### src/rtl/badc_pkg.sv
package badc_pkg;

    // Converter word format and host bus width.
    localparam int unsigned CODE_W = 18;
    localparam int unsigned BUS_W  = 24;

    typedef enum logic [1:0] {
        ST_WAIT = 2'd0,
        ST_HIGH = 2'd1,
        ST_LOW  = 2'd2
    } rd_state_e;

    typedef struct packed {
        logic [BUS_W-1:0] value;
        logic             sat;
    } sample_t;

    function automatic logic [BUS_W-1:0] sign_extend(input logic [CODE_W-1:0] code);
        return {{(BUS_W - CODE_W){code[CODE_W-1]}}, code};
    endfunction

    function automatic logic at_full_scale(input logic [CODE_W-1:0] code);
        logic [CODE_W-1:0] top_code;
        logic [CODE_W-1:0] bot_code;
        top_code = {1'b0, {(CODE_W - 1){1'b1}}};
        bot_code = {1'b1, {(CODE_W - 1){1'b0}}};
        return (code == top_code) || (code == bot_code);
    endfunction

    function automatic sample_t pack_sample(input logic [CODE_W-1:0] code);
        sample_t s;
        s.value = sign_extend(code);
        s.sat   = at_full_scale(code);
        return s;
    endfunction

endpackage

### src/rtl/badc_sync.sv
module badc_sync #(
    parameter int unsigned STAGES  = 2,
    parameter logic        RST_VAL = 1'b1
) (
    input  logic clk,
    input  logic rst,
    input  logic d_i,
    output logic q_o
);
    logic [STAGES-1:0] chain_q;

    genvar g;
    generate
        for (g = 0; g < STAGES; g++) begin : g_stage
            if (g == 0) begin : g_first
                always_ff @(posedge clk) begin
                    if (rst) chain_q[g] <= RST_VAL;
                    else     chain_q[g] <= d_i;
                end
            end else begin : g_next
                always_ff @(posedge clk) begin
                    if (rst) chain_q[g] <= RST_VAL;
                    else     chain_q[g] <= chain_q[g-1];
                end
            end
        end
    endgenerate

    assign q_o = chain_q[STAGES-1];
endmodule

### src/rtl/badc_settle.sv
module badc_settle #(
    parameter int unsigned COUNT = 4
) (
    input  logic clk,
    input  logic rst,
    input  logic reload_i,
    input  logic done_i,
    output logic pass_o
);
    localparam int unsigned CNT_W = $clog2(COUNT + 1);
    localparam logic [CNT_W-1:0] FULL = CNT_W'(COUNT);

    logic [CNT_W-1:0] left_q;

    always_ff @(posedge clk) begin
        if (rst) begin
            left_q <= '0;
        end else if (reload_i) begin
            left_q <= FULL;
        end else if (done_i && (left_q != '0)) begin
            left_q <= left_q - 1'b1;
        end
    end

    assign pass_o = done_i && !reload_i && (left_q == '0);
endmodule

### src/rtl/badc_timeout.sv
module badc_timeout #(
    parameter int unsigned LIM_SLOW = 300,
    parameter int unsigned LIM_FAST = 120
) (
    input  logic clk,
    input  logic rst,
    input  logic run_i,
    input  logic fast_i,
    output logic expire_o
);
    localparam int unsigned LIM_MAX = (LIM_SLOW > LIM_FAST) ? LIM_SLOW : LIM_FAST;
    localparam int unsigned CNT_W   = $clog2(LIM_MAX + 1);
    localparam logic [CNT_W-1:0] LAST_SLOW = CNT_W'(LIM_SLOW - 1);
    localparam logic [CNT_W-1:0] LAST_FAST = CNT_W'(LIM_FAST - 1);

    logic [CNT_W-1:0] cnt_q;
    logic [CNT_W-1:0] last;

    assign last     = fast_i ? LAST_FAST : LAST_SLOW;
    assign expire_o = run_i && (cnt_q >= last);

    always_ff @(posedge clk) begin
        if (rst || !run_i) begin
            cnt_q <= '0;
        end else if (expire_o) begin
            cnt_q <= '0;
        end else begin
            cnt_q <= cnt_q + 1'b1;
        end
    end
endmodule

### src/rtl/bridge_adc_reader.sv
module bridge_adc_reader
    import badc_pkg::*;
#(
    parameter int unsigned HALF_CLKS    = 4,
    parameter int unsigned SYNC_STAGES  = 2,
    parameter int unsigned SETTLE_READS = 4,
    parameter int unsigned WAIT_SLOW    = 12_000_000,
    parameter int unsigned WAIT_FAST    = 1_500_000
) (
    input  logic             clk,
    input  logic             rst,
    input  logic             rate_fast_i,
    input  logic             chan_switch_i,
    input  logic             adc_line_i,
    output logic             adc_sclk_o,
    output logic             adc_speed_o,
    output logic [BUS_W-1:0] result_o,
    output logic             result_valid_o,
    output logic             result_sat_o,
    output logic             timeout_err_o
);
    localparam int unsigned PH_W  = (HALF_CLKS > 1) ? $clog2(HALF_CLKS) : 1;
    localparam int unsigned BIT_W = $clog2(CODE_W + 1);
    localparam logic [PH_W-1:0]  PH_LAST  = PH_W'(HALF_CLKS - 1);
    localparam logic [BIT_W-1:0] BIT_LAST = BIT_W'(CODE_W);

    rd_state_e         state_q;
    logic [PH_W-1:0]   ph_q;
    logic [BIT_W-1:0]  bit_q;
    logic [CODE_W-1:0] shift_q;
    sample_t           out_q;
    logic              valid_q;
    logic              err_q;
    logic              sclk_q;
    logic              speed_q;

    logic line_s;
    logic phase_end;
    logic read_done;
    logic keep_read;
    logic expire;
    logic wait_run;

    badc_sync #(
        .STAGES (SYNC_STAGES),
        .RST_VAL(1'b1)
    ) u_sync (
        .clk(clk),
        .rst(rst),
        .d_i(adc_line_i),
        .q_o(line_s)
    );

    badc_settle #(
        .COUNT(SETTLE_READS)
    ) u_settle (
        .clk     (clk),
        .rst     (rst),
        .reload_i(chan_switch_i),
        .done_i  (read_done),
        .pass_o  (keep_read)
    );

    assign wait_run = (state_q == ST_WAIT) && line_s;

    badc_timeout #(
        .LIM_SLOW(WAIT_SLOW),
        .LIM_FAST(WAIT_FAST)
    ) u_timeout (
        .clk     (clk),
        .rst     (rst),
        .run_i   (wait_run),
        .fast_i  (speed_q),
        .expire_o(expire)
    );

    assign phase_end = (state_q != ST_WAIT) && (ph_q == PH_LAST);
    assign read_done = (state_q == ST_LOW) && phase_end && (bit_q == BIT_LAST);

    always_ff @(posedge clk) begin
        if (rst) begin
            state_q <= ST_WAIT;
            ph_q    <= '0;
            bit_q   <= '0;
            shift_q <= '0;
            out_q   <= '0;
            valid_q <= 1'b0;
            err_q   <= 1'b0;
            sclk_q  <= 1'b0;
            speed_q <= 1'b0;
        end else begin
            speed_q <= rate_fast_i;
            valid_q <= 1'b0;
            err_q   <= expire;
            unique case (state_q)
                ST_WAIT: begin
                    if (!line_s) begin
                        state_q <= ST_HIGH;
                        sclk_q  <= 1'b1;
                        ph_q    <= '0;
                        bit_q   <= '0;
                    end
                end
                ST_HIGH: begin
                    if (phase_end) begin
                        ph_q    <= '0;
                        state_q <= ST_LOW;
                        sclk_q  <= 1'b0;
                        if (bit_q < BIT_LAST) begin
                            shift_q <= {shift_q[CODE_W-2:0], line_s};
                        end
                    end else begin
                        ph_q <= ph_q + 1'b1;
                    end
                end
                ST_LOW: begin
                    if (phase_end) begin
                        ph_q <= '0;
                        if (bit_q == BIT_LAST) begin
                            state_q <= ST_WAIT;
                            if (keep_read) begin
                                valid_q <= 1'b1;
                                out_q   <= pack_sample(shift_q);
                            end
                        end else begin
                            bit_q   <= bit_q + 1'b1;
                            state_q <= ST_HIGH;
                            sclk_q  <= 1'b1;
                        end
                    end else begin
                        ph_q <= ph_q + 1'b1;
                    end
                end
                default: state_q <= ST_WAIT;
            endcase
        end
    end

    assign adc_sclk_o     = sclk_q;
    assign adc_speed_o    = speed_q;
    assign result_o       = out_q.value;
    assign result_sat_o   = out_q.sat;
    assign result_valid_o = valid_q;
    assign timeout_err_o  = err_q;
endmodule

### config.mk
export PLATFORM = sky130hd
export DESIGN_NAME = bridge_adc_reader
export DESIGN_NICKNAME = d
export VERILOG_FILES = /design/src/rtl/badc_pkg.sv /design/src/rtl/badc_sync.sv /design/src/rtl/badc_settle.sv /design/src/rtl/badc_timeout.sv /design/src/rtl/bridge_adc_reader.sv
export SDC_FILE = /design/constraint.sdc
export NUM_CORES = 1
export LEC_CHECK = 0
export BUFFER_PORTS_ARGS = -buffer_cell sky130_fd_sc_hd__clkbuf_2
export CAP_MARGIN = 20
export CORE_AREA = 2 2 81 83
export DETAILED_ROUTE_END_ITERATION = 16
export DIE_AREA = 0 0 83 85
export GPL_TIMING_DRIVEN = 1
export MAX_ROUTING_LAYER = met4
export PLACE_DENSITY = 0.8
export SLEW_MARGIN = 15
export SYNTH_ARGS = -nofsm -noshare
export SYNTH_HDL_FRONTEND = slang
export SYNTH_SLANG_ARGS = --single-unit
### constraint.sdc
create_clock -name clk -period 4.4 [get_ports clk]
set_input_delay 0 -clock clk [delete_from_list [all_inputs] [get_ports clk]]
set_output_delay 0 -clock clk [all_outputs]
set_load 0.03 [all_outputs]
==> impl_metrics.toml, run 1 <==
[outcome]
status = "complete, no violations"

[timing]
rsz0062_at_grt = "no"
period_share_pct = 64.6
min_period_ns = 2.84
fmax_mhz = 352
setup_viol = 0
skew_ns = 0.00848
slew_headroom_pct = 25.2
fin_tns_setup_ns = 0
slew_violations = 0
worst_pin_slew_ns = 1.12
final_hold_viol_count = 0

[grt]
grt_remaining_overflow = 0
use_met2_pct = 33.3
grt_max_degree = 55
first_global_vias = 2573
grtUsageTotal_pct = 20.2
grt_busiest_layer = "met2"
grt.met3_usage_pct = 4.96
antenna_found_initial = 0
grt_pass1_wl_um = 11400
grt_util_met1_pct = 24.4

[placed_design]
gp_congestion = 0.801
port_buffers = 33
dp_hpwl_um = 4570
place_area_mm2 = 0.00374
dp_cells = 475

[route]
drt-vias-per-instance = 5.43
drtIter0Drc = 121
vias = 2695
wl_per_cell_um = 13.2
drcViolationCount = 0
wl_um = 6550
ant_nets = 0
drt_pass1_iterations = 4

[worst_setup_path]
worst_ep_required_time_ns = 4.67
critical_path_class = "register to register"
critPathCaptureType = "register"
critPathLaunchType = "register"
cp_max_fo = 22
rr_worst_depth = 7
crit_arrival_ns = 3.11

[yosys]
synth_top_area_cell = "dfxtp_1"
synthArstFlopShare_pct = 0
netlist.area_leader.share_pct = 44.1
ys_ff_latch = 79
netlist_area_mm2 = 0.00358
netlist_top_cells_area = "dfxtp_1, mux2i_1, nor2_1, ha_1, xor2_1"
yosysWarnings = 0
synth_cell_types = 40
synthFlopType = "dfxtp_1"
mappedNetlistNets = 410
ys_seq_area_share_pct = 44.1
avgSynthCellArea_um2 = 9.36
synthCells = 383
synth_edf_count = 0

[clocking]
cts_max_level = 3
cts_resized = 0
cts_tree = "built"
cts_buffers = 9
cts.sinks = 79
worstSkewPairLatency_ns = 0.36
clockBufferDepth = 2
clk_pin_slew_ns = 0.09
clockRootBuffer = "clkbuf_8"

[layout]
final_util_pct = 63.8
nFillCells = 501
area_growth_pct = 10.5
design_area_mm2 = 0.00396
nets = 441
instances_no_fill = 496
seqCellArea_mm2 = 0.00158
n_antenna_cell = 0
drive_gt1_share_pct = 14.1
multi_input_area_mm2 = 0.00185

[floorplanning]
num_io_pins = 34
die-height_um = 85
row_count = 29
coreArea_mm2 = 0.00620
die_area_mm2 = 0.00706
start_util_pct = 57.8
fp.dieW_um = 83

[run]
maxCapViolations = 0

[power_and_ir_drop]
powerDensity_mw_per_mm2 = 325
p_leak_nw = 1.82
ir_drop_mv = 0.236

[min_path]
whs_path_depth = 3
hold_class = "input port to register"
[timing repair]
action / 4_1_cts / 5_1_grt
hold buffers: 3 / 0
hold endpoints to repair: 5 / 0
setup buffers: 0 / 0
[cells in the final DEF (no fill, tap or decap), drive strengths merged, types with 5 or more instances in the layout]
cell     n
inv     13
nand2   10
clkbuf  44
nor2    77
or2      5
xor2    17
nand4   15
nor4     6
nand3   19
dfxtp   79
nor3     9
ha      22
xnor2    9
mux2i   36
a21oi   12
[per-layer routing]
layer  wire length (µm)  vias up
met5                  0        -
met3                200       11
met4                 91        0
met2               3180       43
li1                   -     1380
met1               3080     1261
[cells in the mapped netlist, drive strengths merged (4+ instances only)]
cell type / n
buf: 10
xor2: 17
nor4: 6
or2: 5
inv: 11
and3: 4
nor3: 9
ha: 22
nand4: 15
o21ai: 4
nand2: 10
xnor2: 9
nor2: 77
nand3: 19
a21oi: 12
nand4b: 4
mux2i: 36
clkbuf: 9
dfxtp: 79
[report_power, final]
group	internal, W	switching [W]	total, W
sequential	0.000724	0.00000916	0.000733
combinational	0.0000261	0.0000469	0.0000731
clock	0.000208	0.000272	0.000480
total	0.000958	0.000328	0.00129
[state kept, by name (all words and copies together) (netlist names)]
| signal | flops |
|---|---|
| u_timeout.cnt_q | 24 |
| state_q | 2 |
| shift_q | 18 |
| u_sync.q_o | 1 |
| u_settle.left_q | 3 |
| adc_speed_o | 1 |
| adc_sclk_o | 1 |
| result_sat_o | 1 |
| bit_q | 5 |
| timeout_err_o | 1 |
| u_sync.chain_q | 1 |
| ph_q | 2 |
| result_valid_o | 1 |
| result_o | 18 |
[cell type report]
cell class                      instances  area share, %
Timing Repair Buffer                   39           5.62
Clock inverter                          6           1.11
Clock buffer                           10           3.22
Inverter                               11           1.04
Sequential cell                        79           39.9
Tap cell                               77           2.43
Multi-Input combinational cell        274           46.7
[worst paths after layout]
path / slack [ns] / startpoint / to
worst min-delay path: 0.18 / rst / shift_q[9]$_SDFFE_PP0P_
worst max register to register: 1.56 / adc_speed_o$_SDFF_PP0_ / u_timeout.cnt_q[13]$_SDFF_PP0_
worst max-delay path: 1.56 / adc_speed_o$_SDFF_PP0_ / u_timeout.cnt_q[13]$_SDFF_PP0_
worst min register to register: 0.42 / u_sync.chain_q[0]$_SDFF_PP1_ / u_sync.q_o$_SDFF_PP1_
[critical path: stages (launching register included)]
cell	delay (ns)
dfxtp_1	0.55
inv_1	0.17
ha_1	0.36
a21oi_1	0.18
o21ai_0	0.11
o21ai_0	0.29
nand4_1	0.79
nor2_1	0.31
[metrics by stage]
stage	setup slack, ns	hold WS, ns	power [W]
detailed placement	1.52	0.190	0.000822
floorplan	2.24	0.0774	0.000803
finish	1.56	0.184	0.00129
global route	1.20	0.209	0.00134
global placement	1.77	0.186	0.000818
CTS	1.51	0.174	0.00130
[logic make-up (layout without fill, tap and decap cells)]
logic type               after synthesis  after routing  share of synthesized area [%]
AND/OR/NAND/NOR                      162            162                           22.6
flip-flops                            79             79                           44.1
multiplexers                          37             37                           10.4
buffers and inverters                 30             66                           4.29
AO/OA/AOI/OAI                         27             27                           4.57
XOR/XNOR                              26             26                           6.35
adder cells (fa/ha/maj)               22             22                           7.68
No activity file was read; power rests on OpenSTA's default activity.
==> run 2: changes to the inputs <==
- ABC_AREA: not set -> 1
- CORE_AREA: 2 2 81 83 -> 2 2 86 88
- DIE_AREA: 0 0 83 85 -> 0 0 88 90
- clock period: 4.4 -> 2.71 ns (I/O delays scaled with it)
==> run 2 against run 1 <==
  * Maximum frequency is 34% higher
  * Cell count is 36% higher
  * Synthesized area is 13% higher
  * Clock skew is 0.0023 ns higher
  * Sequential share of layout area is 4.5 points lower
  * Wire length is 25% higher
  * Power is 76% higher
  * Via count is 27% higher
  * Non-clock buffer count stayed put
  * Register-to-register slack worse by 0.97 ns
==> impl_metrics.toml, run 2 <==
[yosys]
netlist_top_cells_area = "dfxtp_1, nand2_1, nor2_1, ha_1, inv_1"
synth_top_area_cell = "dfxtp_1"
synth_edf_count = 0
synth_cell_types = 40
ys_ff_latch = 79
ys_seq_area_share_pct = 39.1
synth_most_common_cell = "nand2_1"
yosysWarnings = 0
mappedNetlistNets = 569
avgSynthCellArea_um2 = 7.45
netlist.area_leader.share_pct = 39.1
synthArstFlopShare_pct = 0
synthFlopType = "dfxtp_1"
netlist_area_mm2 = 0.00404
ys_top_cells_by_count = "nand2_1, dfxtp_1, nor2_1"
synthCells = 542

[timing]
period_share_pct = 78.2
slew_violations = 0
worst_pin_slew_ns = 0.599
min_period_ns = 2.12
worst_slack_ns = 0.592
fin_tns_setup_ns = 0
final_hold_viol_count = 0
skew_ns = 0.0107
fmax_mhz = 472
rsz0062_at_grt = "no"
setup_viol = 0
slew_headroom_pct = 60.0

[clocking]
cts_tree = "built"
clockRootBuffer = "clkbuf_8"
cts.sinks = 79
worstSkewPairLatency_ns = 0.36
cts_buffers = 9
cts_max_level = 3
cts_resized = 0
clk_pin_slew_ns = 0.09
clockBufferDepth = 2

[layout]
largest_register_ffs = 24
drive_gt1_share_pct = 17.6
nFillCells = 631
area_growth_pct = 10.5
instances_no_fill = 677
nets = 600
n_antenna_cell = 0
final_cell_mix = "nand2_1, nor2_1, dfxtp_1, inv_1, clkbuf_2"
regMostFlops = "u_timeout.cnt_q"
final_util_pct = 63.6
final_common_cell = "nand2_1"

[worst_setup_path]
cpMaxStageDelayCell = "dfxtp_1"
worst_ep_required_time_ns = 3.01
cp_slowest_stage_delay_ns = 0.59
cp_max_fo = 23
path_cells = "inv_1 > ha_1 > nand2_1 > inv_1 > a21oi_1 > nand2_1 > nand2_1 > nand3_1 > nor2_2 > inv_4 > nor2_1"
reg2reg_slack_ns = 0.59
critPathCaptureType = "register"
cpMostUsedCell = "nand2_1"
critical_path_class = "register to register"
critPathLaunchType = "register"
crit_arrival_ns = 2.42

[power_and_ir_drop]
seqPwrFrac_pct = 52.6
finalPower_w = 0.00227
power_frac_comb_pct = 6.2
ir_drop_mv = 0.299
internal-power_w = 0.00167
switching_power_w = 0.000600
p_leak_nw = 1.89
switching_share_pct = 26.5
p_clk_share_pct = 41.2
powerDensity_mw_per_mm2 = 508

[floorplanning]
row_count = 31
start_util_pct = 57.5
fp.dieW_um = 88
num_io_pins = 34
die-height_um = 90
die_area_mm2 = 0.00792
coreArea_mm2 = 0.00702

[grt]
grt_pass1_wl_um = 14600
first_global_vias = 3395
grt_remaining_overflow = 0
grtUsageTotal_pct = 23.6
antenna_found_initial = 0
grt_max_degree = 31

[route]
ant_nets = 0
drt-vias-per-instance = 5.06
drcViolationCount = 0
wl_um = 8190
drt_pass1_iterations = 4
wl_per_cell_um = 12.1
vias = 3428
drtIter0Drc = 179

[run]
maxCapViolations = 0

[placed_design]
dp_cells = 658
dp_hpwl_um = 5960
gp_congestion = 0.906
dp_slack_ns = 0.605
port_buffers = 33

[min_path]
hold_class = "input port to register"

[outcome]
status = "complete, no violations"
==> run 2: changes by cell type in the layout (fill, tap and decap cells not counted), sizes merged, moves of 15 or more <==
cell   previous run  this run
mux2i            36         0
inv              13        76
nand2            10       113
nor2             77        92
o21ai             4        29
a21oi            12        41
==> run 2: kinds of logic after synthesis <==
logic type      Yosys count  synth area share [%]
xor+xnor                 16                  3.47
buf+inv                  94                  10.2
simple gates            258                  30.2
flops                    79                  39.1
compound gates           73                  10.2
fa+ha+maj                22                  6.81
==> run 2: worst paths after layout <==
check	depth (start not counted)	startpoint	to
max	11	adc_speed_o$_SDFF_PP0_	u_timeout.cnt_q[18]$_SDFF_PP0_
min	3	rst	result_o[15]$_SDFFE_PP0P_
max reg2reg	11	adc_speed_o$_SDFF_PP0_	u_timeout.cnt_q[18]$_SDFF_PP0_
min reg2reg	1	u_sync.chain_q[0]$_SDFF_PP1_	u_sync.q_o$_SDFF_PP1_
==> run 2: what timing repair did <==
| action | 4_1_cts | 5_1_grt |
|---|---|---|
| buffers inserted | 0 | 0 |
| hold endpoints to repair | 5 | 0 |
| hold buffers | 3 | 0 |
==> run 2: final cells by class <==
| cell class | instances | area [µm²] | area share (%) |
|---|---|---|---|
| clock inverters | 7 | 85.1 | 1.91 |
| inverters | 75 | 285 | 6.39 |
| clock buffers | 9 | 124 | 2.78 |
| multi-input cells | 369 | 2050 | 45.8 |
| repair buffers | 39 | 218 | 4.88 |
| well taps | 99 | 124 | 2.78 |
| flip-flops and latches | 79 | 1580 | 35.4 |
==> run 2: critical path: cells and delay by family (launching register included) <==
family / cells / cell delay, ns
fa+ha+maj: 1 / 0.34
simple gates: 6 / 0.58
compound gates: 1 / 0.15
flops: 1 / 0.59
buf+inv: 3 / 0.37
==> run 2: power by group through the flow <==
stage                     Combinational (W)  Sequential, W  Clock, W
after global routing               0.000163        0.00119   0.00100
after floorplan                    0.000107        0.00122         0
after CTS                          0.000142        0.00119  0.000955
after global placement             0.000131        0.00122         0
final                              0.000141        0.00119  0.000934
after detailed placement           0.000138        0.00122         0
==> run 2: per-layer routing <==
metal | global-route usage, % | vias up | part of all wire [%]
met5 | - | - | 0
met4 | 9.74 | 0 | 2.3
met3 | 6.24 | 18 | 4.1
met1 | 26.8 | 1558 | 43
li1 | - | 1771 | -
met2 | 38.8 | 81 | 50
==> run 2: per-stage QoR <==
| step | hold WS (ns) | cell area, µm² |
|---|---|---|
| global placement | 0.186 | 4220 |
| floorplan | 0.104 | 4040 |
| finish | 0.139 | 4460 |
| global route | 0.150 | 4460 |
| CTS | 0.129 | 4460 |
| detailed placement | 0.192 | 4220 |
